## src/rtl/i2cm_pkg.sv

```systemverilog
package i2cm_pkg;

  localparam int unsigned BYTE_W  = 8;
  localparam int unsigned B_START = 8;
  localparam int unsigned B_STOP  = 9;
  localparam int unsigned B_WRITE = 10;
  localparam int unsigned B_READ  = 11;
  localparam int unsigned B_ACK   = 12;
  localparam int unsigned B_IDLE  = 13;

  typedef enum logic [3:0] {
    SQ_IDLE,
    SQ_RS_LOW,
    SQ_RS_HIGH,
    SQ_START,
    SQ_SP_LOW,
    SQ_SP_HIGH,
    SQ_SP_RISE,
    SQ_BIT_LOW,
    SQ_BIT_HIGH
  } sq_state_t;

  typedef struct packed {
    logic start;
    logic stop;
    logic wr;
    logic rd;
    logic ack;
  } cmd_t;

endpackage

```

## src/rtl/i2cm_halfper.sv

```systemverilog
module i2cm_halfper #(
  parameter int unsigned DIV_W = 8
) (
  input  logic             clk,
  input  logic             rst_n,
  input  logic             run,
  input  logic [DIV_W-1:0] div,
  output logic             tick
);

  logic [DIV_W-1:0] cnt_q, cnt_d;

  always_comb begin
    tick  = run && (cnt_q == div);
    cnt_d = cnt_q;
    if (!run || tick) cnt_d = '0;
    else              cnt_d = cnt_q + 1'b1;
  end

  always_ff @(posedge clk or negedge rst_n) begin
    if (!rst_n) cnt_q <= '0;
    else        cnt_q <= cnt_d;
  end

  // phase counter never passes the divider while running
  p_cnt_bound_r3: assert property (@(posedge clk) disable iff (!rst_n)
    run |-> (cnt_q <= div));

  // each phase restarts its count after a tick
  p_cnt_restart_r3: assert property (@(posedge clk) disable iff (!rst_n)
    tick |=> (cnt_q == '0));

endmodule

```

## src/rtl/i2cm_seq.sv

```systemverilog
module i2cm_seq
  import i2cm_pkg::*;
#(
  parameter int unsigned DATA_W = BYTE_W
) (
  input  logic              clk,
  input  logic              rst_n,
  input  logic              cmd_we,
  input  cmd_t              cmd,
  input  logic [DATA_W-1:0] cmd_data,
  input  logic              tick,
  input  logic              sda_in,
  output logic              busy,
  output logic              scl_line,
  output logic              sda_line,
  output logic [DATA_W-1:0] rx_data,
  output logic              ack_rx
);

  localparam int unsigned CNT_W = $clog2(DATA_W + 1);
  localparam logic [CNT_W-1:0] LAST_BIT = CNT_W'(DATA_W);

  sq_state_t         state_q, state_d;
  logic [CNT_W-1:0]  bitn_q, bitn_d;
  logic [DATA_W-1:0] shreg_q, shreg_d;
  logic              wr_q, wr_d;
  logic              ackopt_q, ackopt_d;
  logic              active_q, active_d;
  logic              ackrx_q, ackrx_d;
  logic              hscl_q, hsda_q;
  logic              out_bit;

  assign busy    = (state_q != SQ_IDLE);
  assign rx_data = shreg_q;
  assign ack_rx  = ackrx_q;

  // value presented on SDA during a bit slot
  always_comb begin
    if (bitn_q == LAST_BIT) out_bit = wr_q ? 1'b1 : ~ackopt_q;
    else                    out_bit = wr_q ? shreg_q[DATA_W-1] : 1'b1;
  end

  // line levels per state, 1 = released
  always_comb begin
    scl_line = hscl_q;
    sda_line = hsda_q;
    unique case (state_q)
      SQ_RS_LOW:   begin scl_line = 1'b0; sda_line = 1'b1; end
      SQ_RS_HIGH:  begin scl_line = 1'b1; sda_line = 1'b1; end
      SQ_START:    begin scl_line = 1'b1; sda_line = 1'b0; end
      SQ_SP_LOW:   begin scl_line = 1'b0; sda_line = 1'b0; end
      SQ_SP_HIGH:  begin scl_line = 1'b1; sda_line = 1'b0; end
      SQ_SP_RISE:  begin scl_line = 1'b1; sda_line = 1'b1; end
      SQ_BIT_LOW:  begin scl_line = 1'b0; sda_line = out_bit; end
      SQ_BIT_HIGH: begin scl_line = 1'b1; sda_line = out_bit; end
      default:     begin scl_line = hscl_q; sda_line = hsda_q; end
    endcase
  end

  // next-state logic
  always_comb begin
    state_d  = state_q;
    bitn_d   = bitn_q;
    shreg_d  = shreg_q;
    wr_d     = wr_q;
    ackopt_d = ackopt_q;
    active_d = active_q;
    ackrx_d  = ackrx_q;
    unique case (state_q)
      SQ_IDLE: begin
        if (cmd_we) begin
          if (cmd.start) begin
            state_d = active_q ? SQ_RS_LOW : SQ_START;
          end else if (cmd.stop) begin
            state_d = SQ_SP_LOW;
          end else if (cmd.wr) begin
            state_d = SQ_BIT_LOW;
            wr_d    = 1'b1;
            shreg_d = cmd_data;
            bitn_d  = '0;
          end else if (cmd.rd) begin
            state_d  = SQ_BIT_LOW;
            wr_d     = 1'b0;
            ackopt_d = cmd.ack;
            bitn_d   = '0;
          end
        end
      end
      SQ_RS_LOW:  if (tick) state_d = SQ_RS_HIGH;
      SQ_RS_HIGH: if (tick) state_d = SQ_START;
      SQ_START: if (tick) begin
        state_d  = SQ_IDLE;
        active_d = 1'b1;
      end
      SQ_SP_LOW:  if (tick) state_d = SQ_SP_HIGH;
      SQ_SP_HIGH: if (tick) state_d = SQ_SP_RISE;
      SQ_SP_RISE: if (tick) begin
        state_d  = SQ_IDLE;
        active_d = 1'b0;
      end
      SQ_BIT_LOW: if (tick) state_d = SQ_BIT_HIGH;
      SQ_BIT_HIGH: if (tick) begin
        if (bitn_q == LAST_BIT) begin
          ackrx_d = ~sda_in;
          state_d = SQ_IDLE;
        end else begin
          shreg_d = {shreg_q[DATA_W-2:0], sda_in};
          bitn_d  = bitn_q + 1'b1;
          state_d = SQ_BIT_LOW;
        end
      end
      default: state_d = SQ_IDLE;
    endcase
  end

  always_ff @(posedge clk or negedge rst_n) begin
    if (!rst_n) begin
      state_q  <= SQ_IDLE;
      bitn_q   <= '0;
      shreg_q  <= '0;
      wr_q     <= 1'b0;
      ackopt_q <= 1'b0;
      active_q <= 1'b0;
      ackrx_q  <= 1'b0;
    end else begin
      state_q  <= state_d;
      bitn_q   <= bitn_d;
      shreg_q  <= shreg_d;
      wr_q     <= wr_d;
      ackopt_q <= ackopt_d;
      active_q <= active_d;
      ackrx_q  <= ackrx_d;
    end
  end

  // line levels held while idle
  always_ff @(posedge clk or negedge rst_n) begin
    if (!rst_n) begin
      hscl_q <= 1'b1;
      hsda_q <= 1'b1;
    end else if (busy) begin
      hscl_q <= scl_line;
      hsda_q <= sda_line;
    end
  end

  // SDA does not move during an SCL-high bit phase
  p_sda_hold_r5: assert property (@(posedge clk) disable iff (!rst_n)
    (state_q == SQ_BIT_HIGH && $past(state_q) == SQ_BIT_HIGH) |-> $stable(sda_line));

  // a running command only advances on a phase tick
  p_no_early_step_r11: assert property (@(posedge clk) disable iff (!rst_n)
    (busy && !tick) |=> $stable(state_q));

  // lines stay put while idle
  p_idle_quiet_r11: assert property (@(posedge clk) disable iff (!rst_n)
    (state_q == SQ_IDLE && $past(state_q) == SQ_IDLE) |-> ($stable(scl_line) && $stable(sda_line)));

  // the bus is free once a stop completes
  p_stop_free_r9: assert property (@(posedge clk) disable iff (!rst_n)
    (state_q == SQ_SP_RISE && tick) |=> (state_q == SQ_IDLE && scl_line && sda_line));

  // a start leaves SCL high and SDA low when it completes
  p_start_hold_r4: assert property (@(posedge clk) disable iff (!rst_n)
    (state_q == SQ_START && tick) |=> (scl_line && !sda_line));

endmodule

```

## src/rtl/i2c_byte_master.sv

```systemverilog
module i2c_byte_master
  import i2cm_pkg::*;
#(
  parameter int unsigned DIV_W = 8
) (
  input  logic        clk,
  input  logic        rst_n,
  input  logic        reg_we,
  input  logic        reg_sel,
  input  logic [12:0] reg_wdata,
  output logic [13:0] reg_rdata,
  output logic        scl_o,
  output logic        scl_oe,
  output logic        sda_o,
  output logic        sda_oe,
  input  logic        sda_i
);

  localparam int unsigned RD_W  = B_IDLE + 1;
  localparam int unsigned PAD_W = RD_W - DIV_W;

  logic [1:0]       rsync_q;
  logic             rst_ns;
  logic [DIV_W-1:0] div_q;
  logic             cfg_we, cmd_we, busy, tick;
  logic             scl_line, sda_line, ack_rx;
  logic [BYTE_W-1:0] rx_data;
  cmd_t             cmd;

  // reset: asynchronous assert, synchronous release
  always_ff @(posedge clk or negedge rst_n) begin
    if (!rst_n) rsync_q <= '0;
    else        rsync_q <= {rsync_q[0], 1'b1};
  end
  assign rst_ns = rsync_q[1];

  assign cfg_we = reg_we && !reg_sel && !busy;
  assign cmd_we = reg_we &&  reg_sel && !busy;

  assign cmd.start = reg_wdata[B_START];
  assign cmd.stop  = reg_wdata[B_STOP];
  assign cmd.wr    = reg_wdata[B_WRITE];
  assign cmd.rd    = reg_wdata[B_READ];
  assign cmd.ack   = reg_wdata[B_ACK];

  always_ff @(posedge clk or negedge rst_ns) begin
    if (!rst_ns)     div_q <= '0;
    else if (cfg_we) div_q <= reg_wdata[DIV_W-1:0];
  end

  i2cm_halfper #(.DIV_W(DIV_W)) i_halfper (
    .clk  (clk),
    .rst_n(rst_ns),
    .run  (busy),
    .div  (div_q),
    .tick (tick)
  );

  i2cm_seq #(.DATA_W(BYTE_W)) i_seq (
    .clk     (clk),
    .rst_n   (rst_ns),
    .cmd_we  (cmd_we),
    .cmd     (cmd),
    .cmd_data(reg_wdata[BYTE_W-1:0]),
    .tick    (tick),
    .sda_in  (sda_i),
    .busy    (busy),
    .scl_line(scl_line),
    .sda_line(sda_line),
    .rx_data (rx_data),
    .ack_rx  (ack_rx)
  );

  always_comb begin
    if (reg_sel) reg_rdata = {~busy, ack_rx, 4'b0000, rx_data};
    else         reg_rdata = {{PAD_W{1'b0}}, div_q};
  end

  assign scl_o  = 1'b0;
  assign sda_o  = 1'b0;
  assign scl_oe = ~scl_line;
  assign sda_oe = ~sda_line;

  // divider is frozen while a command runs
  p_div_frozen_r2: assert property (@(posedge clk) disable iff (!rst_ns)
    (reg_we && !reg_sel && busy) |=> $stable(div_q));

endmodule

```

## config.mk

```make
export PLATFORM = sky130hd
export DESIGN_NAME = i2c_byte_master
export DESIGN_NICKNAME = d
export VERILOG_FILES = /design/src/rtl/i2cm_pkg.sv /design/src/rtl/i2cm_halfper.sv /design/src/rtl/i2cm_seq.sv /design/src/rtl/i2c_byte_master.sv
export SDC_FILE = /design/constraint.sdc
export NUM_CORES = 1
export LEC_CHECK = 0
export ABC_AREA = 1
export BUFFER_PORTS_ARGS = -buffer_cell sky130_fd_sc_hd__buf_2
export CORE_MARGIN = 4
export CORE_UTILIZATION = 35
export DETAILED_ROUTE_END_ITERATION = 12
export SLEW_MARGIN = 0
export SYNTH_ARGS = -nofsm -noshare
export SYNTH_HDL_FRONTEND = slang
export SYNTH_SLANG_ARGS = --single-unit
```

## constraint.sdc

```tcl
create_clock -name clk -period 1.43 [get_ports clk]
set_clock_uncertainty 0.2 [all_clocks]
set_input_delay 0.143 -clock clk [delete_from_list [all_inputs] [get_ports clk]]
set_output_delay 0.143 -clock clk [all_outputs]
set_load 0.005 [all_outputs]
```

======== After elaboration in Yosys (flattened, before gate mapping) ========
Index checks and enable logic that the tools add are counted.
storage, ports and cells
  flip-flop bits (word level) ............. 40
  input bits .............................. 18
  word-level logic and storage cells ...... 116
operators by class
  bitwise operators ....................... 8
  mux-type cells .......................... 42
  add/subtract/negate cells ............... 2
  equality and inequality tests ........... 26
  reduce and logical (&&, ||, !) cells .... 26
operators with widths
  operator             number
  $mux 4               19
  $mux 8               7
  $pmux 4 s8           1
  $ne 2x2->1 const B   13
  $eq 4x3->1 const B   4
  $pmux 8 s2           1
  $mux 14              1
  $reduce_and 7->1     2
  $reduce_and 9->1     1
  $reduce_or 3->1      3
  $add 8x1->8 const B  1
  $eq 4x2->1 const B   2
  $eq 4x4->1 const B   2
  $eq 8x8->1           1
  $not 1->1            8
  $pmux 4 s2           1
  $mux 1               7
  $reduce_and 3->1     2
  $reduce_and 6->1     1
  $reduce_bool 2->1    3
  $logic_and 1x1->1    5
  $ne 5x5->1 const B   1
  $reduce_and 5->1     1
  $reduce_or 5->1      1
  13 further kinds     16

======== Logic depth before layout (Yosys ltp) ========
  word-level depth ........................ 6
  depth in mapped cells ................... 10
  mapped depth without buffers ............ 10

======== Hierarchy ========
From an unflattened synthesis, not the netlist that was laid out.
second synthesis, totals
  cell total of the unflattened synthesis .. 364
  area, all modules ....................... 2,553.7 um2
modules (own cells, without submodules)
  module           cells an instance  area each (um2)  times used
  i2cm_seq         215                1,481.4          1
  i2c_byte_master  78                 558.0            1
  i2cm_halfper     71                 514.2            1

======== Worst setup path before layout ========
Ideal clock, no wire load.
  path kind ............................... register to register
  start point ............................. register i_seq.state_q[1]
  end point ............................... register i_seq.shreg_q[7] (netlist: i_seq.rx_data[7])
  path buffers ............................ 0
  arrival ................................. 1.298 ns
  clock period less this slack ............ 1.615 ns
  library setup time ...................... 0.116 ns
  stages on the path, launching flop included .. 9
  setup slack ............................. -0.185 ns
  required time ........................... 1.114 ns
  cell sequence ........................... dfrtp_1 -> nor2_2 -> nand2_2 -> nor2_4 -> nand2_1 -> nand2_4 -> nand2_4 -> nand2_1 -> nand2_1
between the ends
  longest elaborated chain between the ends .. 5
ends and longest elaborated chain
  item                               line                   source
  from (decl)                        i2cm_seq.sv:23         sq_state_t state_q, state_d;
  from (signal assigned)             i2cm_seq.sv:126        state_q <= state_d;
  $reduce_bool 4->1                  i2cm_seq.sv:33         assign busy = (state_q != SQ_IDLE);
  $logic_not 1->1                    i2c_byte_master.sv:38  assign cmd_we = reg_we && reg_sel && !busy;
  $logic_and 1x1->1                  i2c_byte_master.sv:38
  $ne 2x2->1 (no source line)        n/a
  $reduce_and 7->1 (no source line)  n/a
  to (signal assigned)               i2cm_seq.sv:128        shreg_q <= shreg_d;
  to (decl)                          i2cm_seq.sv:25         logic [DATA_W-1:0] shreg_q, shreg_d;
Parallel ways exist; a longest one is shown, timed or not.
A chain may end at the register's enable or synchronous reset.

======== Worst setup path after layout ========
  start point ............................. register i_seq.bitn_q[1]
  end point ............................... output sda_oe
between the ends
  longest elaborated chain between the ends .. 4
ends and longest elaborated chain
  item                    line                   source
  from (decl)             i2cm_seq.sv:24         logic [CNT_W-1:0] bitn_q, bitn_d;
  from (signal assigned)  i2cm_seq.sv:127        bitn_q <= bitn_d;
  $eq 4x4->1              i2cm_seq.sv:39         if (bitn_q == LAST_BIT) out_bit = wr_q ? 1'b1 : ~ackopt_q;
  $mux 1                  i2cm_seq.sv:39
  $pmux 1 s3              i2cm_seq.sv:47         unique case (state_q)
  $not 1->1               i2c_byte_master.sv:82  assign sda_oe = ~sda_line;
  to (decl)               i2c_byte_master.sv:15  output logic sda_oe,
Every way passes these cells.

==> flow_metrics.tcl <==
set metrics [dict create \
    status "finished, violations left" \
    failing_checks "setup timing" \
    cp_data_arrival_time_ns 1.68 \
    floorplan.die.width_um 90.1 \
    timing_worst_setup_path_type "flop to primary output" \
    period_minus_slack_ns 2.02 \
    number_of_buffers_added_by_the_clock_tree_synthesis_step 5 \
    worstPathMaxFanout 3 \
    clockRootBuffer "sky130_fd_sc_hd__clkbuf_8" \
    fillerInstances 462 \
    maxClockFrequency_mhz 495 \
    combPwrFrac_pct 5.9 \
    avgRoutedWirePerCell_um 16.0 \
    share_seq_of_total_power_pct 43.7 \
    critical_path.endpoint_type "primary output" \
    gpl.final_weighted_congestion 0.860 \
    clock_tree.buffer_depth 2 \
    detail_route.iter0.violations 184 \
    timing.rr.start "i_seq.state_q[0]" \
    syn-instance-count 328 \
    layout_commonest_cell "sky130_fd_sc_hd__nand2_1" \
    post_synth_edffs 0 \
    min-delay-path-class "flop to asynchronous set/reset pin" \
    yosysSeqAreaShare_pct 42.5 \
    power_leakage_uw 0.00206 \
    synth.distinct_cells 30 \
    core-area_mm2 0.00646 \
    row_count 29 \
    powerDensity_mw_per_mm2 606 \
    nets 475 \
    synthFlopType "sky130_fd_sc_hd__dfrtp_1" \
    maximum_number_of_pins_on_one_net_before_global_route_repair 39 \
    clock_power_share_pct 50.4 \
    layout.cells.most_common_list "66 x sky130_fd_sc_hd__nand2_1, 47 x sky130_fd_sc_hd__buf_4, 36 x sky130_fd_sc_hd__dfrtp_1" \
    internal_power_uw 2070 \
    drt.antenna.violating_nets 0 \
    initial_antenna_violation_count 0 \
    worst-r2r-setup-slack_ns -0.49 \
    post-place-ws_ns -0.234 \
    grt_first_pass_wirelength_um 12600 \
    fp.dieArea_mm2 0.00812 \
    clk_pin_slew_ns 0.08 \
    areaGrowthSynthToFinish_pct 81.5 \
    cts.sink_count 40 \
    start_util_pct 36.6 \
    groute.usage.overall_pct 18.9 \
    hpwlAfterDp_um 4710 \
    clkLatencyLatePin_ns 0.30 \
    finalWirelength_um 8500 \
    grt_setup_unrepaired "true" \
    layout_worst_path_cycle_share_pct 141 \
    vdd.ir_drop.worst_uv 576 \
    syn-mean-instance-area_um2 7.20 \
    num_antenna_cells 0 \
    timing_max_transition_violations_final 0 \
    swShare_pct 20.2 \
    globalRoute.totalOverflow 0 \
    die-height_um 90.1 \
    total_switching_power_uw 525 \
    avgViaCountPerCell 4.98 \
    report.final.hold_viol_count 0 \
    netlist_area_mm2 0.00236 \
    tritoncts_clock_tree "done" \
    setup_viol 41 \
    h_tree_levels 2 \
    postSynth.asyncResetShare_pct 100 \
    io-pin-count 36 \
    ys_seq_elements 40 \
    num_vias 2648 \
    yosys_warnings 0 \
    worst_slack_ns -0.590 \
    finish.utilization_pct 66.3 \
    maxCapViolations 0 \
    worst_setup_path_start_kind "flop" \
    first_global_vias 2724 \
    port-buffer-count 29 \
    post_route_cells_drive_above_1_share_pct 55.6 \
    setup.worst_path.start "i_seq.bitn_q[1]" \
    sum_neg_setup_slack_ns -10.75 \
    critical_path_required_ns 1.09 \
    drt-pass1-iter-count 5 \
    drc 0 \
]
-- power by group through the flow --
| stage | combinational (uW) | clock, uW | sequential (uW) |
|---|---|---|---|
| after detailed placement | 103 | 0 | 1160 |
| after global routing | 168 | 1360 | 1130 |
| after CTS | 143 | 1310 | 1130 |
| final | 153 | 1310 | 1130 |
| after floorplan | 34.7 | 0 | 1170 |
| after global placement | 104 | 0 | 1160 |
-- kinds of logic after synthesis --
kind of cell / Yosys count / synth area share (%)
compound gates: 37 / 8.27
xor+xnor: 7 / 2.60
fa+ha+maj: 3 / 1.59
buf+inv: 59 / 10.8
flops: 40 / 42.5
other cells: 2 / 0.318
simple gates: 180 / 33.9
-- sequential cells by signal, indices dropped and copies added (netlist names) --
signal / flops
i_seq.bitn_q: 4
i_seq.ack_rx: 1
i_halfper.cnt_q: 8
i_seq.rx_data: 8
i_seq.hscl_q: 1
i_seq.active_q: 1
i_seq.state_q: 4
i_seq.ackopt_q: 1
i_seq.hsda_q: 1
rsync_q: 2
div_q: 8
i_seq.wr_q: 1
-- cell type report --
cell class	count	area (um2)	area share, %
timing repair buffer	124	1070	25.0
multi-input combinational	235	1760	41.1
clock buffer	5	68.8	1.61
inverter	48	193	4.50
clock inverter	3	90.1	2.10
tap	77	96.3	2.25
sequential	40	1010	23.5
-- per-stage QoR --
stage | area (um2) | power [uW] | hold WS, ns | instances
2_1_floorplan | 2410 | 1210 | -0.353 | 333
3_3_place_gp | 3020 | 1260 | -0.271 | 485
3_5_place_dp | 3020 | 1260 | -0.270 | 485
4_1_cts | 3830 | 2590 | 0.0429 | 520
5_1_grt | 4280 | 2660 | 0.0675 | 532
6_report | 4280 | 2600 | 0.0396 | 532
-- synth_stat cells (2+ instances only) --
master | count | area share, %
sky130_fd_sc_hd__a21oi_1 | 5 | 1.1
sky130_fd_sc_hd__buf_2 | 3 | 0.64
sky130_fd_sc_hd__buf_4 | 6 | 1.9
sky130_fd_sc_hd__conb_1 | 2 | 0.32
sky130_fd_sc_hd__dfrtp_1 | 38 | 40
sky130_fd_sc_hd__dfstp_2 | 2 | 2.2
sky130_fd_sc_hd__ha_1 | 3 | 1.6
sky130_fd_sc_hd__inv_1 | 46 | 7.3
sky130_fd_sc_hd__inv_2 | 2 | 0.32
sky130_fd_sc_hd__nand2_1 | 98 | 16
sky130_fd_sc_hd__nand2_2 | 5 | 1.3
sky130_fd_sc_hd__nand2_4 | 4 | 1.9
sky130_fd_sc_hd__nand3_1 | 33 | 7.0
sky130_fd_sc_hd__nand4_1 | 3 | 0.79
sky130_fd_sc_hd__nor2_1 | 26 | 4.1
sky130_fd_sc_hd__nor2_2 | 5 | 1.3
sky130_fd_sc_hd__nor3_1 | 3 | 0.64
sky130_fd_sc_hd__o21ai_0 | 25 | 5.3
sky130_fd_sc_hd__o21ai_1 | 3 | 0.64
sky130_fd_sc_hd__xnor2_1 | 4 | 1.5
sky130_fd_sc_hd__xor2_1 | 3 | 1.1
-- worst max-delay path: stages, from the launching register on --
cell and delay, ns:
sky130_fd_sc_hd__dfrtp_1 0.38, sky130_fd_sc_hd__inv_1 0.07, sky130_fd_sc_hd__ha_2 0.18, sky130_fd_sc_hd__nand2_2 0.06, sky130_fd_sc_hd__nor2_4 0.13, sky130_fd_sc_hd__o21ai_1 0.09
sky130_fd_sc_hd__o21ai_1 0.11, sky130_fd_sc_hd__o21ai_1 0.11, sky130_fd_sc_hd__nand3_2 0.10, sky130_fd_sc_hd__inv_2 0.04, sky130_fd_sc_hd__buf_2 0.12
-- per-layer routing --
layer  global-route usage [%]  wire, um  up-vias
met5                        0         0        -
met2                     34.6      4610       91
met4                     8.04       276        0
li1                         -         -     1270
met3                     3.76       388       31
met1                     21.2      3230     1256
-- path summary, 6_finish.rpt --
kind | cells past startpoint | end
max | 10 | sda_oe
min | 1 | i_seq.bitn_q[2]
max reg2reg | 10 | i_seq.ack_rx
min reg2reg | 1 | i_seq.bitn_q[2]
max in group asynchronous | 3 | rsync_q[1]
min in group clk | 5 | i_seq.state_q[2]
-- repair_timing --
action,in CTS,in global routing
hold endpoints to repair,13,0
hold buffers,14,0
buffers inserted,12,20
pin swaps,34,47
cloned,3,0
resized for setup,128,98
endpoints found under the setup margin,48,49
No activity file was read; power rests on OpenSTA's default activity.
